==> config.mk <==
export PLATFORM = sky130hd
export DESIGN_NAME = hazard_fwd_unit
export DESIGN_NICKNAME = d
export VERILOG_FILES = /design/src/rtl/hzd_pkg.sv /design/src/rtl/hzd_rst_sync.sv /design/src/rtl/hzd_track.sv /design/src/rtl/hzd_fwd_sel.sv /design/src/rtl/hzd_stall_ctl.sv /design/src/rtl/hazard_fwd_unit.sv
export SDC_FILE = /design/constraint.sdc
export NUM_CORES = 1
export LEC_CHECK = 0
export BUFFER_PORTS_ARGS = -buffer_cell sky130_fd_sc_hd__buf_2
export CAP_MARGIN = 25
export CORE_ASPECT_RATIO = 0.7
export CORE_MARGIN = 8
export CORE_UTILIZATION = 45
export DETAILED_ROUTE_END_ITERATION = 10
export PLACE_DENSITY_LB_ADDON = 0.12
export REMOVE_ABC_BUFFERS = 1
export SETUP_SLACK_MARGIN = 0.2
export SKIP_LAST_GASP = 1
export SLEW_MARGIN = 20
export SYNTH_ARGS = -nofsm -noshare
export SYNTH_HDL_FRONTEND = slang
export SYNTH_SLANG_ARGS = --single-unit
==> constraint.sdc <==
create_clock -name clk -period 1.9 [get_ports clk]
set_clock_uncertainty 0.05 [all_clocks]
set_input_delay 0 -clock clk [delete_from_list [all_inputs] [get_ports clk]]
set_output_delay 0 -clock clk [all_outputs]
set_load 0.005 [all_outputs]
==> src/rtl/hzd_pkg.sv <==
package hzd_pkg;
  typedef enum logic [1:0] {
    FWD_FILE  = 2'b00,
    FWD_EXMEM = 2'b01,
    FWD_MEMWB = 2'b10
  } fwd_sel_e;

  localparam int NSRC = 2;
endpackage

==> src/rtl/hzd_rst_sync.sv <==
module hzd_rst_sync (
  input  logic clk,
  input  logic rst_n,
  output logic rst_sync_n
);
  logic meta_q;

  always_ff @(posedge clk or negedge rst_n) begin
    if (!rst_n) begin
      meta_q     <= 1'b0;
      rst_sync_n <= 1'b0;
    end else begin
      meta_q     <= 1'b1;
      rst_sync_n <= meta_q;
    end
  end
endmodule

==> src/rtl/hzd_track.sv <==
module hzd_track #(
  parameter int AW   = 5,
  parameter int NSRC = 2
) (
  input  logic                     clk,
  input  logic                     rst_n,
  input  logic                     id_valid,
  input  logic                     id_we,
  input  logic                     id_load,
  input  logic [AW-1:0]            id_rd,
  input  logic [NSRC-1:0][AW-1:0]  id_rs,
  input  logic [NSRC-1:0]          id_use,
  input  logic                     bubble,
  output logic                     idex_we,
  output logic                     idex_load,
  output logic [AW-1:0]            idex_rd,
  output logic [NSRC-1:0][AW-1:0]  idex_rs,
  output logic [NSRC-1:0]          idex_use,
  output logic                     exmem_we,
  output logic                     exmem_load,
  output logic [AW-1:0]            exmem_rd,
  output logic                     memwb_we,
  output logic [AW-1:0]            memwb_rd
);
  logic                    idex_we_d, idex_load_d;
  logic [AW-1:0]           idex_rd_d;
  logic [NSRC-1:0][AW-1:0] idex_rs_d;
  logic [NSRC-1:0]         idex_use_d;
  logic                    adv_en;

  // The shadow pipeline moves every cycle; the enable is kept explicit.
  assign adv_en = 1'b1;

  always_comb begin
    idex_we_d   = id_valid & id_we & ~bubble;
    idex_load_d = id_valid & id_load & ~bubble;
    idex_rd_d   = id_rd;
    idex_rs_d   = id_rs;
    idex_use_d  = id_valid & ~bubble ? id_use : '0;
  end

  always_ff @(posedge clk or negedge rst_n) begin
    if (!rst_n) begin
      idex_we    <= 1'b0;
      idex_load  <= 1'b0;
      idex_rd    <= '0;
      idex_rs    <= '0;
      idex_use   <= '0;
      exmem_we   <= 1'b0;
      exmem_load <= 1'b0;
      exmem_rd   <= '0;
      memwb_we   <= 1'b0;
      memwb_rd   <= '0;
    end else if (adv_en) begin
      idex_we    <= idex_we_d;
      idex_load  <= idex_load_d;
      idex_rd    <= idex_rd_d;
      idex_rs    <= idex_rs_d;
      idex_use   <= idex_use_d;
      exmem_we   <= idex_we;
      exmem_load <= idex_load;
      exmem_rd   <= idex_rd;
      memwb_we   <= exmem_we;
      memwb_rd   <= exmem_rd;
    end
  end
endmodule

==> src/rtl/hzd_fwd_sel.sv <==
module hzd_fwd_sel
  import hzd_pkg::*;
#(
  parameter int AW   = 5,
  parameter int NSRC = 2
) (
  input  logic [NSRC-1:0][AW-1:0] idex_rs,
  input  logic [NSRC-1:0]         idex_use,
  input  logic                    exmem_we,
  input  logic [AW-1:0]           exmem_rd,
  input  logic                    memwb_we,
  input  logic [AW-1:0]           memwb_rd,
  output logic [NSRC-1:0][1:0]    ex_sel
);
  for (genvar g = 0; g < NSRC; g++) begin : g_src
    logic live, hit_em, hit_mw;
    assign live   = idex_use[g] && (idex_rs[g] != '0);
    assign hit_em = live && exmem_we && (exmem_rd == idex_rs[g]);
    assign hit_mw = live && memwb_we && (memwb_rd == idex_rs[g]);
    always_comb begin
      if (hit_em)      ex_sel[g] = FWD_EXMEM;
      else if (hit_mw) ex_sel[g] = FWD_MEMWB;
      else             ex_sel[g] = FWD_FILE;
    end
  end
endmodule

==> src/rtl/hzd_stall_ctl.sv <==
module hzd_stall_ctl #(
  parameter int AW   = 5,
  parameter int NSRC = 2
) (
  input  logic                    id_valid,
  input  logic [NSRC-1:0][AW-1:0] id_rs,
  input  logic [NSRC-1:0]         id_use,
  input  logic                    id_branch,
  input  logic                    id_br_taken,
  input  logic                    idex_we,
  input  logic                    idex_load,
  input  logic [AW-1:0]           idex_rd,
  input  logic                    exmem_we,
  input  logic                    exmem_load,
  input  logic [AW-1:0]           exmem_rd,
  output logic [NSRC-1:0]         id_sel,
  output logic                    stall,
  output logic                    bubble,
  output logic                    squash
);
  logic [NSRC-1:0] hold_vec;

  for (genvar g = 0; g < NSRC; g++) begin : g_src
    logic live, m_ex, m_mem;
    assign live  = id_valid && id_use[g] && (id_rs[g] != '0);
    assign m_ex  = live && idex_we && (idex_rd == id_rs[g]);
    assign m_mem = live && exmem_we && (exmem_rd == id_rs[g]);
    // load in execute: any consumer waits; branch in decode waits on any producer in execute
    // and on a load in memory
    assign hold_vec[g] = (m_ex && (idex_load || id_branch)) ||
                         (m_mem && exmem_load && id_branch);
    assign id_sel[g]   = m_mem && !exmem_load && id_branch;
  end

  always_comb begin
    stall  = |hold_vec;
    bubble = stall;
    squash = id_valid && id_branch && id_br_taken && !stall;
  end
endmodule

==> src/rtl/hazard_fwd_unit.sv <==
module hazard_fwd_unit
  import hzd_pkg::*;
#(
  parameter int AW = 5
) (
  input  logic          clk,
  input  logic          rst_n,
  input  logic          id_valid,
  input  logic [AW-1:0] id_rs1,
  input  logic [AW-1:0] id_rs2,
  input  logic          id_use_rs1,
  input  logic          id_use_rs2,
  input  logic [AW-1:0] id_rd,
  input  logic          id_we,
  input  logic          id_load,
  input  logic          id_branch,
  input  logic          id_br_taken,
  output logic [1:0]    ex_fwd_a,
  output logic [1:0]    ex_fwd_b,
  output logic          id_fwd_a,
  output logic          id_fwd_b,
  output logic          stall,
  output logic          bubble,
  output logic          squash
);
  logic                    rst_sync_n;
  logic [NSRC-1:0][AW-1:0] id_rs_v, idex_rs;
  logic [NSRC-1:0]         id_use_v, idex_use, id_sel;
  logic [NSRC-1:0][1:0]    ex_sel;
  logic                    idex_we, idex_load, exmem_we, exmem_load, memwb_we;
  logic [AW-1:0]           idex_rd, exmem_rd, memwb_rd;

  assign id_rs_v  = {id_rs2, id_rs1};
  assign id_use_v = {id_use_rs2, id_use_rs1};

  hzd_rst_sync u_rst (.clk(clk), .rst_n(rst_n), .rst_sync_n(rst_sync_n));

  hzd_track #(.AW(AW), .NSRC(NSRC)) u_track (
    .clk(clk), .rst_n(rst_sync_n), .id_valid(id_valid), .id_we(id_we),
    .id_load(id_load), .id_rd(id_rd), .id_rs(id_rs_v), .id_use(id_use_v),
    .bubble(bubble), .idex_we(idex_we), .idex_load(idex_load), .idex_rd(idex_rd),
    .idex_rs(idex_rs), .idex_use(idex_use), .exmem_we(exmem_we),
    .exmem_load(exmem_load), .exmem_rd(exmem_rd), .memwb_we(memwb_we),
    .memwb_rd(memwb_rd)
  );

  hzd_fwd_sel #(.AW(AW), .NSRC(NSRC)) u_fwd (
    .idex_rs(idex_rs), .idex_use(idex_use), .exmem_we(exmem_we),
    .exmem_rd(exmem_rd), .memwb_we(memwb_we), .memwb_rd(memwb_rd),
    .ex_sel(ex_sel)
  );

  hzd_stall_ctl #(.AW(AW), .NSRC(NSRC)) u_stall (
    .id_valid(id_valid), .id_rs(id_rs_v), .id_use(id_use_v),
    .id_branch(id_branch), .id_br_taken(id_br_taken), .idex_we(idex_we),
    .idex_load(idex_load), .idex_rd(idex_rd), .exmem_we(exmem_we),
    .exmem_load(exmem_load), .exmem_rd(exmem_rd), .id_sel(id_sel),
    .stall(stall), .bubble(bubble), .squash(squash)
  );

  assign ex_fwd_a = ex_sel[0];
  assign ex_fwd_b = ex_sel[1];
  assign id_fwd_a = id_sel[0];
  assign id_fwd_b = id_sel[1];
endmodule

# Word level (Yosys, flattened, before mapping)

Cells that the tools add are included.

Register bits: 34
Output and inout port bits: 9

Bitwise gates (word level): 6
Reductions and logical operators: 45
Mux-type cells: 5
Equal/unequal tests: 8

Operators by type and width:

| cell              | count |
|---|---|
| $eq 5x5->1        | 8 |
| $logic_and 1x1->1 | 35 |
| $reduce_bool 5->1 | 4 |
| $mux 2            | 5 |
| $and 1x1->1       | 5 |
| $logic_or 1x1->1  | 3 |
| $logic_not 1->1   | 2 |
| $reduce_or 2->1   | 1 |
| $not 1->1         | 1 |

# Depth between registers and ports, before layout

Gate-level depths: netlist of run 1.

Word-level depth: 11
Gate-level depth with buffers: 6
Gate-level depth less buffers: 5

# Cells and area by module

A second synthesis of run 1 with hierarchy kept.

Cell total of the unflattened synthesis: 120
Area total of the unflattened synthesis: 1531.5 um^2

By module, submodules not included:

| module        | cells an instance | instances | area an instance (um^2) | seq. area each (um^2) |
|---|---|---|---|---|
| hzd_track     | 36                | 1         | 835.8                   | 800.8 |
| hzd_stall_ctl | 43                | 1         | 339.1                   | 0.0 |
| hzd_fwd_sel   | 38                | 1         | 302.8                   | 0.0 |
| hzd_rst_sync  | 3                 | 1         | 53.8                    | 50.0 |

# Worst setup path before layout of run 1

Ideal clock, no wire load.

Path kind: reg2out
Start: register u_track.exmem_rd[2]
End: output port stall
Cell stages (with the launch flop): 7
Path slack: 0.322 ns
Path buffers: 1
Required time: 1.850 ns
Arrival time: 1.528 ns
Path through: dfrtp_1 > xor2_1 > nor4_1 > nand4_1 > a21oi_2 > or2_1 > buf_4

Longest elaborated chain between the ends: 6
Elaborated cells on any way between the ends: 11

RTL lines:

| element                        | line                  | source |
|---|---|---|
| from (decl)                    | hzd_track.sv:21       | `output logic [AW-1:0] exmem_rd,` |
| from (signal assigned)         | hzd_track.sv:62       | `exmem_rd <= idex_rd;` |
| $eq 5x5->1                     | hzd_stall_ctl.sv:27   | `assign m_mem = live && exmem_we && (exmem_rd == id_rs[g]);` |
| $logic_and 1x1->1              | hzd_stall_ctl.sv:27   |  |
| $logic_and 1x1->1 (2 in a row) | hzd_stall_ctl.sv:31   | `(m_mem && exmem_load && id_branch);` |
| $logic_or 1x1->1               | hzd_stall_ctl.sv:30   | `assign hold_vec[g] = (m_ex && (idex_load \|\| id_branch)) \|\|` |
| $reduce_or 2->1 (*)            | hzd_stall_ctl.sv:36   | `stall = \|hold_vec;` |
| to (decl)                      | hazard_fwd_unit.sv:22 | `output logic stall,` |

Mark *: on every way between the ends. The rest lies on a longest branch, timed or not.

# Final worst setup path of run 1

Start: register u_track.exmem_rd[0]
End: output port squash

Longest elaborated chain between the ends: 8
Elaborated cells on any way between the ends: 13

RTL lines:

| element                        | line                  | source |
|---|---|---|
| $eq 5x5->1                     | hzd_stall_ctl.sv:27   |  |
| $logic_and 1x1->1              | hzd_stall_ctl.sv:27   |  |
| $logic_and 1x1->1 (2 in a row) | hzd_stall_ctl.sv:31   |  |
| $logic_or 1x1->1               | hzd_stall_ctl.sv:30   |  |
| $reduce_or 2->1 (*)            | hzd_stall_ctl.sv:36   |  |
| $logic_not 1->1 (*)            | hzd_stall_ctl.sv:38   | `squash = id_valid && id_branch && id_br_taken && !stall;` |
| $logic_and 1x1->1 (*)          | hzd_stall_ctl.sv:38   |  |
| to (decl)                      | hazard_fwd_unit.sv:24 | `output logic squash` |

Marks and branches as above.

==> flow_summary.ini, run 1 <==
[status]
status = complete, but fails checks
failed_checks = setup timing

[critical_path]
path_depth = 7
cp-start-kind = register
crit_chain = xor2_1 -> nor4_2 -> buf_4 -> nand4_1 -> nand2_1 -> nor3_2 -> buf_2
ff2ff_path_depth = 7
cp_num_buf_inv = 2
r2r-start = u_track.exmem_rd[1]
cpLargestDelayFamily = simple AND/OR/NAND/NOR gates
crit_path_end_kind = output pin
rr_endpoint = u_track.idex_we
critPathSlowestCell = dfrtp_2
r2r_setup_slack_ns = 0.15
cp_max_fo = 3
cp_data_arrival_time_ns = 1.85
critPathKind = reg2out
cpPeakStageDelay_ns = 0.42
required_ns = 1.85

[global_routing]
track_usage_pct = 14.7
antenna_found_initial = 0
grt_max_degree = 33
grt_remaining_overflow = 0
grt_pass1_wl_um = 6280
grt_pass1_vias = 1285

[detailed_routing]
met1_length_um = 1650
vias_per_cell = 4.75
wl_per_cell_um = 15.0
remaining_drc_errors = 0
drt_wl_total_um = 3900
wl_met3_um = 151
ant_nets = 0
drt_iter0_markers = 45
vias = 1235
drt_first_pass_iters = 4
top_layer_used = met4
detailroute.wirelength.met2_um = 2020

[clock_tree]
cts.reportedPaths.clkPinSlew_ns = 0.06
cts_buffers = 5
htree_levels = 2
root_buffer = clkbuf_8
clock_latency_ns = 0.29
tritoncts = yes
clockBufferDepth = 2
clock_sink_count = 34

[placement]
gp_congestion = 0.873
post-place-ws_ns = 0.172
io_buffers = 32
dpl_cell_area_um2 = 1780
hpwl_um = 2560
dpl.cell_count = 216

[floorplanning]
die_h_um = 65.3
ios = 33
coreArea_um2 = 3420
placementRows = 18
dieArea_um2 = 5650
initial_utilization_pct = 45.7
fp.dieW_um = 86.5

[finish]
final_area_um2 = 2310
drive_above_1_share_pct = 40.0
nFillCells = 264
post-route-util_pct = 67.5
nNetsFinal = 234
fin_cells = 260
antenna_cells = 0
syn_to_final_growth_pct = 47.7

[timing]
fin_hold_ws_ns = 0.138
min_period_ns = 1.90
final-setup-viol-count = 3
hold_viol_final = 0
worst_slack_ns = -0.00242
slew_viol_final = 0
max_freq_mhz = 526
grt_setup_unrepaired = yes
post-route-period-util_pct = 100

[power_and_ir_drop]
ir_drop_v = 0.000589
power_density_nw_per_um2 = 663
p_leak_nw = 1.03

[yosys]
avgSynthCellArea_um2 = 11.6
syn_inst = 135
netlist_area_um2 = 1560
synth_cell_type_count = 25
yosysWarningCount = 0
synth_seq_cells = 34
yosysSeqAreaShare_pct = 54.4

[min_path]
hold_end = u_track.idex_use[1]
hold_class = in2reg
hold_path_depth = 3
min_from = id_use_rs2

[job]
drv_cap = 0
==> worst max path at each step <==
stage | startpoint | end | slack [ns]
floorplan | u_track.exmem_rd[3] | u_track.idex_load | 0.38
global placement | u_track.exmem_rd[4] | u_track.idex_we | 0.25
detailed placement | u_track.exmem_rd[2] | bubble | 0.17
CTS | u_track.exmem_rd[1] | squash | 0.06
global route | u_track.exmem_rd[0] | squash | -0.07
finish | u_track.exmem_rd[0] | squash | -0.002
==> layout make-up <==
cell class	instances	area, µm²	share of cell area (%)
clock buffer	7	76.3	3.30
tap	50	62.6	2.71
sequential	34	856	37.1
timing repair buffer	71	509	22.0
multi-input combinational	98	806	34.9
==> report_power, final <==
part	internal, mW	total [mW]	switching (mW)
combinational	0.131	0.244	0.114
clock	0.252	0.486	0.234
sequential	0.762	0.800	0.0375
total	1.14	1.53	0.386
==> repair_timing <==
action,4_1_cts,5_1_grt
gates resized for setup,17,13
endpoints found under the hold margin,20,1
hold buffers,20,1
setup buffers,15,1
setup endpoints to repair,13,13
cloned,0,0
pin swaps,14,10
==> through the flow <==
stage               power, mW  setup TNS [ns]
global route             1.61          -0.236
detailed placement      0.973               0
global placement        0.972               0
CTS                      1.53               0
finish                   1.53        -0.00319
floorplan               0.901               0
==> worst min-delay path, cell delays in order <==
cell	delay, ns
buf_2	0.11
and2_1	0.16
nor3b_2	0.16
==> cell usage after synthesis (all sizes together) <==
master,number,area share (%)
and3,1,0.40
nand3,5,1.6
a21oi,1,0.56
or2,1,0.40
conb,1,0.24
o21ai,4,1.3
and2,2,0.80
o211ai,1,0.80
nand4b,1,0.96
buf,3,1.4
nor3b,1,0.48
o21bai,1,0.72
o21a,1,0.48
nor4,6,2.4
dfrtp,34,54
nor3,7,2.6
xor2,26,15
nand4,6,2.4
nor2,7,1.7
or4,3,1.7
nand2b,1,0.40
nand2,8,1.9
xnor2,14,7.8
==> layer usage <==
layer  global-route usage, %  up-vias
li1                        -      608
met1                    17.3      597
met2                    24.3       22
met3                    4.11        8
met4                    7.05        0
met5                       0        -
==> sequential cells by signal, summed over array words and instances (netlist names), 2 cells and up <==
register	flops
u_track.idex_rd	5
u_track.memwb_rd	5
u_track.exmem_rd	5
u_track.idex_use	2
u_track.idex_rs	10
==> layout by cell type, fill, tap and decap left out <==
| cell type | count |
|---|---|
| nor2_1 | 5 |
| xnor2_2 | 1 |
| nand4_1 | 6 |
| clkbuf_1 | 2 |
| dlygate4sd3_1 | 21 |
| buf_4 | 17 |
| nor4_1 | 2 |
| and2_1 | 2 |
| nor4_2 | 4 |
| clkbuf_8 | 5 |
| buf_2 | 32 |
| xor2_1 | 25 |
| or4_4 | 3 |
| nor3b_2 | 1 |
| nand2b_1 | 1 |
| nor3_4 | 1 |
| o21ai_4 | 2 |
| nor2_2 | 2 |
| xnor2_1 | 13 |
| o21a_1 | 1 |
| conb_1 | 1 |
| or2_1 | 1 |
| nor3_2 | 5 |
| o21bai_2 | 1 |
| nand4b_2 | 1 |
| a21oi_2 | 1 |
| and3_1 | 1 |
| dfrtp_2 | 4 |
| o21ai_2 | 1 |
| buf_6 | 1 |
| xor2_2 | 1 |
| nand3_1 | 5 |
| nor3_1 | 1 |
| dfrtp_1 | 30 |
| o21ai_0 | 1 |
| o211ai_2 | 1 |
| nand2_1 | 8 |
==> kinds of logic (layout without fill, tap and decap cells) <==
group / count (synthesis) / after routing / synth area share (%)
AO/OA/AOI/OAI: 8 / 8 / 3.84
XOR/XNOR: 40 / 40 / 22.4
buffers and inverters: 3 / 78 / 1.44
flip-flops: 34 / 34 / 54.4
other: 1 / 1 / 0.240
AND/OR/NAND/NOR: 49 / 49 / 17.7
No activity file was read; power rests on OpenSTA's default activity.
==> inputs of run 2 (changes only) <==
--- a/config.mk
+++ b/config.mk
@@ -18,4 +18,5 @@
 export SLEW_MARGIN = 20
 export SYNTH_ARGS = -nofsm -noshare
 export SYNTH_HDL_FRONTEND = slang
+export SYNTH_HIERARCHICAL = 1
 export SYNTH_SLANG_ARGS = --single-unit
==> constraint.sdc (replaced) <==
create_clock -name clk -period 2.1 [get_ports clk]
set_clock_uncertainty 0.05 [all_clocks]
set_input_delay 0 -clock clk [delete_from_list [all_inputs] [get_ports clk]]
set_output_delay 0 -clock clk [all_outputs]
set_load 0.005 [all_outputs]
==> run 2 against run 1 <==
Compared with the run above: clock power is 1% higher; combinational power shrank 17%; global-route usage barely moved; core utilization up 0.88 points; the flow now finishes without violations; synthesized area is 2.1% lower; power fell by 7.1%; flip-flop and latch count unchanged; final area down 5.6%; sequential share of layout area up 2.2 points; routed wire length up 1.2%.
==> flow_summary.ini, run 2 <==
[detailed_routing]
detailroute.wirelength.met2_um = 1940
ant_nets = 0
vias = 1152
vias_per_cell = 5.03
drt_wl_total_um = 3950
remaining_drc_errors = 0
drt_iter0_markers = 82
drt_first_pass_iters = 4
met1_length_um = 1720
wl_met3_um = 253
top_layer_used = met4
wl_per_cell_um = 17.2

[clock_tree]
clockBufferDepth = 2
clock_latency_ns = 0.29
root_buffer = clkbuf_8
clock_sink_count = 34
htree_levels = 2
cts_buffers = 5
cts.reportedPaths.clkPinSlew_ns = 0.06
tritoncts = yes

[yosys]
synth.most_common_cell = dfrtp_1
yosysWarningCount = 6
synthTopCellsByCount = 34 x dfrtp_1, 22 x xnor2_1, 18 x xor2_1
synth_edf_count = 0
async_flop_share_pct = 100
synth_ff_type = dfrtp_1
syn_inst = 120
synth_seq_cells = 34
netlist_area_um2 = 1530
synth_cell_type_count = 22
avgSynthCellArea_um2 = 12.8
synth_area_leaders = dfrtp_1 56%, xnor2_1 13%, xor2_1 10%
synth_top_area_cell = dfrtp_1
synth_top_area_share_pct = 55.6
yosysSeqAreaShare_pct = 55.6

[placement]
dpl.cell_count = 188
hpwl_um = 2600
gp_congestion = 0.800
dpl_cell_area_um2 = 1720
post-place-ws_ns = 0.117
io_buffers = 32

[floorplanning]
coreArea_um2 = 3190
die_h_um = 64.8
placementRows = 17
initial_utilization_pct = 48.0
ios = 33
dieArea_um2 = 5560
fp.dieW_um = 85.7

[timing]
max_freq_mhz = 501
grt_setup_unrepaired = yes
setup_tns_ns = 0
post-route-period-util_pct = 95.0
hold_viol_final = 0
min_period_ns = 1.99
slew_viol_final = 0
fin_hold_ws_ns = 0.161
final-setup-viol-count = 0
worst_slack_ns = 0.105

[finish]
syn_to_final_growth_pct = 42.4
final_common_cell = buf_2
nNetsFinal = 214
regMostFlops = u_track/idex_rs
fin_cells = 229
largest_reg_flops = 10
drive_above_1_share_pct = 38.2
post-route-util_pct = 68.4
final_cell_mix = 32 x buf_2, 30 x dfrtp_1, 22 x dlygate4sd3_1
antenna_cells = 0
final_area_um2 = 2180

[job]
drv_cap = 0

[global_routing]
grt_max_degree = 33
track_usage_pct = 14.6
antenna_found_initial = 0
grt_remaining_overflow = 0
grt_pass1_vias = 1228
grt_pass1_wl_um = 6200

[critical_path]
crit_chain = xnor2_2 -> nand4_1 -> or4_4 -> nand2_4 -> a31o_4 -> buf_2
cp-start-kind = register
critPathSlowestCell = or4_4
cp_data_arrival_time_ns = 1.94
crit_path_end_kind = output pin
cpPeakStageDelay_ns = 0.53
cp_max_fo = 4
critPathKind = reg2out
required_ns = 2.05

[min_path]
hold_class = in2reg

[power_and_ir_drop]
ir_drop_v = 0.000450
power_mw = 1.42
power_density_nw_per_um2 = 652
p_leak_nw = 0.981

[status]
status = completed
run 2: cell types whose count changed in the layout (fill, tap and decap cells not counted), moves of 4 or more:
cell and delta:
and3b_1 +4, xnor2_1 +5, nand2_1 -5, xor2_1 -7
nor4_2 -4, buf_4 -5
run 2: final cells by class:
cell class                      count  area, µm²
Multi-Input combinational cell     83        716
Tap cell                           38       47.5
Sequential cell                    34        856
Clock inverter                      1       5.00
Timing Repair Buffer               66        470
Fill cell                         239       1010
Clock buffer                        7       86.3
run 2: layer usage:
| metal | vias up | GRT usage (%) |
|---|---|---|
| li1 | 553 | - |
| met1 | 553 | 17.2 |
| met2 | 42 | 23.4 |
| met3 | 4 | 6.29 |
| met4 | 0 | 5.22 |
| met5 | - | 0 |
run 2: worst paths after layout:
kind | from | end | slack, ns | cells after the start
worst min-delay path | id_branch | u_track/idex_load | 0.16 | 3
max in group asynchronous | rst_n | u_rst/rst_sync_n | 1.37 | 3
worst max register to register | u_track/exmem_rd[3] | u_track/idex_use[0] | 0.12 | 7
min in group asynchronous | u_rst/rst_sync_n | u_track/idex_rd[4] | 0.21 | 1
worst min register to register | u_rst/rst_sync_n | u_track/idex_rd[4] | 0.21 | 1
worst max-delay path | u_track/exmem_rd[3] | bubble | 0.11 | 6
run 2: cell families (layout without fill, tap and decap cells):
logic type | after synthesis | count (layout) | synth area share [%]
simple gates | 34 | 34 | 15.1
compound gates | 8 | 8 | 4.74
buf+inv | 3 | 74 | 1.47
flops | 34 | 34 | 55.6
xor+xnor | 40 | 40 | 22.9
other cells | 1 | 1 | 0.245
run 2: power by group:
group / total, mW / internal, mW / switching [mW]
clock: 0.493 / 0.264 / 0.229
sequential: 0.726 / 0.689 / 0.0369
combinational: 0.202 / 0.114 / 0.0884
run 2: worst max-delay path: cells and delay by family, from the launching register on:
family,cells,cell delay (ns)
AND/OR/NAND/NOR,3,0.75
AO/OA/AOI/OAI,1,0.17
flip-flops,1,0.45
XOR/XNOR,1,0.17
buffers and inverters,1,0.11
run 2: timing repair:
item | in CTS | in global routing
endpoints found under the setup margin | 9 | 11
gates resized for setup | 8 | 4
buffers inserted | 5 | 6
pin swaps | 3 | 2
endpoints found under the hold margin | 21 | 0
hold buffers | 22 | 0
==> inputs of run 3 (changes only) <==
--- a/config.mk
+++ b/config.mk
@@ -18,5 +18,4 @@
 export SLEW_MARGIN = 20
 export SYNTH_ARGS = -nofsm -noshare
 export SYNTH_HDL_FRONTEND = slang
-export SYNTH_HIERARCHICAL = 1
 export SYNTH_SLANG_ARGS = --single-unit
==> run 3 against run 2 <==
Compared with the run above: routed wire length is 6.0% lower; final cell count grew 13%; largest power group unchanged; hold slack worse by 0.017 ns; final area is 2.4% higher; critical path type unchanged; sequential power barely moved; register-to-register slack improved by 0.30 ns; critical path depth unchanged; largest cell class unchanged; die area is 1.7% higher; global-route usage down 1.1 points; maximum frequency rose by 5.7%; count of clock-buffer cells in the layout did not move; highest routed layer unchanged.
==> flow_summary.ini, run 3 (synthesis results as in run 1) <==
[detailed_routing]
drt_first_pass_iters = 4
ant_nets = 0
vias_per_cell = 4.81
vias = 1242
drt_wl_total_um = 3710
wl_per_cell_um = 14.4
remaining_drc_errors = 0
drt_iter0_markers = 35

[clock_tree]
cts.reportedPaths.clkPinSlew_ns = 0.06
cts_buffers = 5
clock_sink_count = 34
tritoncts = yes
clockBufferDepth = 2
root_buffer = clkbuf_8
htree_levels = 2
clock_latency_ns = 0.27

[global_routing]
grt_pass1_vias = 1288
grt_max_degree = 33
track_usage_pct = 13.5
met3_usage_pct = 4.86
grt_remaining_overflow = 0
grt_util_met1_pct = 15.1
grt_pass1_wl_um = 5900
globalRoute.busiestLayer = met2
gr-usage-met2_pct = 23.1
antenna_found_initial = 0

[timing]
final-setup-viol-count = 0
hold_viol_final = 0
setup_tns_ns = 0
grt_setup_unrepaired = yes
post-route-period-util_pct = 89.8
max_freq_mhz = 530
min_period_ns = 1.89
slew_viol_final = 0

[placement]
gp_congestion = 0.895
hpwl_um = 2640
io_buffers = 32
dpl_cell_area_um2 = 1770

[critical_path]
cp_max_fo = 3
crit_chain = xor2_1 -> nor4_2 -> nand4_1 -> a21oi_2 -> or2_1 -> buf_2
rr_endpoint = u_track.idex_we
cpPeakStageDelay_ns = 0.43
cp_num_buf_inv = 1
r2r_setup_slack_ns = 0.42
critPathSlowestCell = dfrtp_2
cp_data_arrival_time_ns = 1.84
required_ns = 2.05
ff2ff_path_depth = 6
r2r-start = u_track.exmem_rd[1]
crit_path_end_kind = output pin
cp-start-kind = register
critPathKind = reg2out
cpLargestDelayFamily = simple AND/OR/NAND/NOR gates

[finish]
drive_above_1_share_pct = 35.1
post-route-util_pct = 65.2
nNetsFinal = 231
final_area_um2 = 2230
antenna_cells = 0
final_common_cell = buf_2
largest_reg_flops = 10
regMostFlops = u_track.idex_rs
syn_to_final_growth_pct = 42.7
final_cell_mix = 32 x buf_2, 29 x dfrtp_1, 26 x xor2_1

[floorplanning]
initial_utilization_pct = 45.7
dieArea_um2 = 5650
ios = 33
die_h_um = 65.3
coreArea_um2 = 3420
placementRows = 18
fp.dieW_um = 86.5

[power_and_ir_drop]
power_mw = 1.39
ir_drop_v = 0.000503
power_density_nw_per_um2 = 623
p_leak_nw = 0.996

[job]
drv_cap = 0

[status]
status = completed

[min_path]
hold_class = in2reg
hold_end = u_track.idex_use[1]
min_from = id_use_rs2
hold_path_depth = 3
## run 3: changes by cell type in the layout (fill, tap and decap cells not counted), sizes merged, moves of 3 or more
cell / delta
xor2: +8
nor3: +3
nor2: +5
nand2: +4
or4: -3
and3b: -4
xnor2: -8
## run 3: timing repair
item / 4_1_cts / 5_1_grt
hold buffers: 22 / 0
endpoints found under the hold margin: 20 / 0
endpoints found under the setup margin: 5 / 6
resized for setup: 10 / 7
setup buffers: 2 / 11
pin swaps: 2 / 12
## run 3: power breakdown
part / switching (mW) / internal (mW)
clock network: 0.198 / 0.264
registers: 0.0360 / 0.690
logic: 0.0928 / 0.111
## run 3: layout make-up
| class | instances | area (µm²) |
|---|---|---|
| clock buffers | 7 | 86.3 |
| multi-input cells | 98 | 736 |
| clock inverters | 1 | 5.00 |
| well taps | 50 | 62.6 |
| repair buffers | 68 | 485 |
| flip-flops and latches | 34 | 857 |
| fillers | 287 | 1190 |
## run 3: per-stage QoR
step           hold WS [ns]  setup WS [ns]  cells
2_1_floorplan        -0.346          0.585    132
5_1_grt               0.136          0.106    258
3_3_place_gp         -0.265          0.379    215
6_report              0.144          0.214    258
4_1_cts              0.0677          0.201    247
3_5_place_dp         -0.263          0.388    215
## run 3: worst max path at each step
stage	to	cells past startpoint	slack, ns	from
after floorplan	u_track.idex_load	5	0.58	u_track.exmem_rd[3]
after global placement	bubble	6	0.38	u_track.exmem_rd[1]
after detailed placement	bubble	6	0.39	u_track.exmem_rd[1]
after CTS	bubble	6	0.20	u_track.idex_rd[1]
after global routing	bubble	6	0.11	u_track.exmem_rd[1]
final	bubble	6	0.21	u_track.exmem_rd[1]
## run 3: tightest hold or removal path: stages
cell,delay [ns]
buf_2,0.11
and2_1,0.16
nor3b_1,0.15
## run 3: metal layers
metal / wire length [µm] / vias up
met3: 171 / 6
met2: 1940 / 23
met5: 0 / -
met1: 1560 / 603
li1: - / 610
met4: 42 / 0
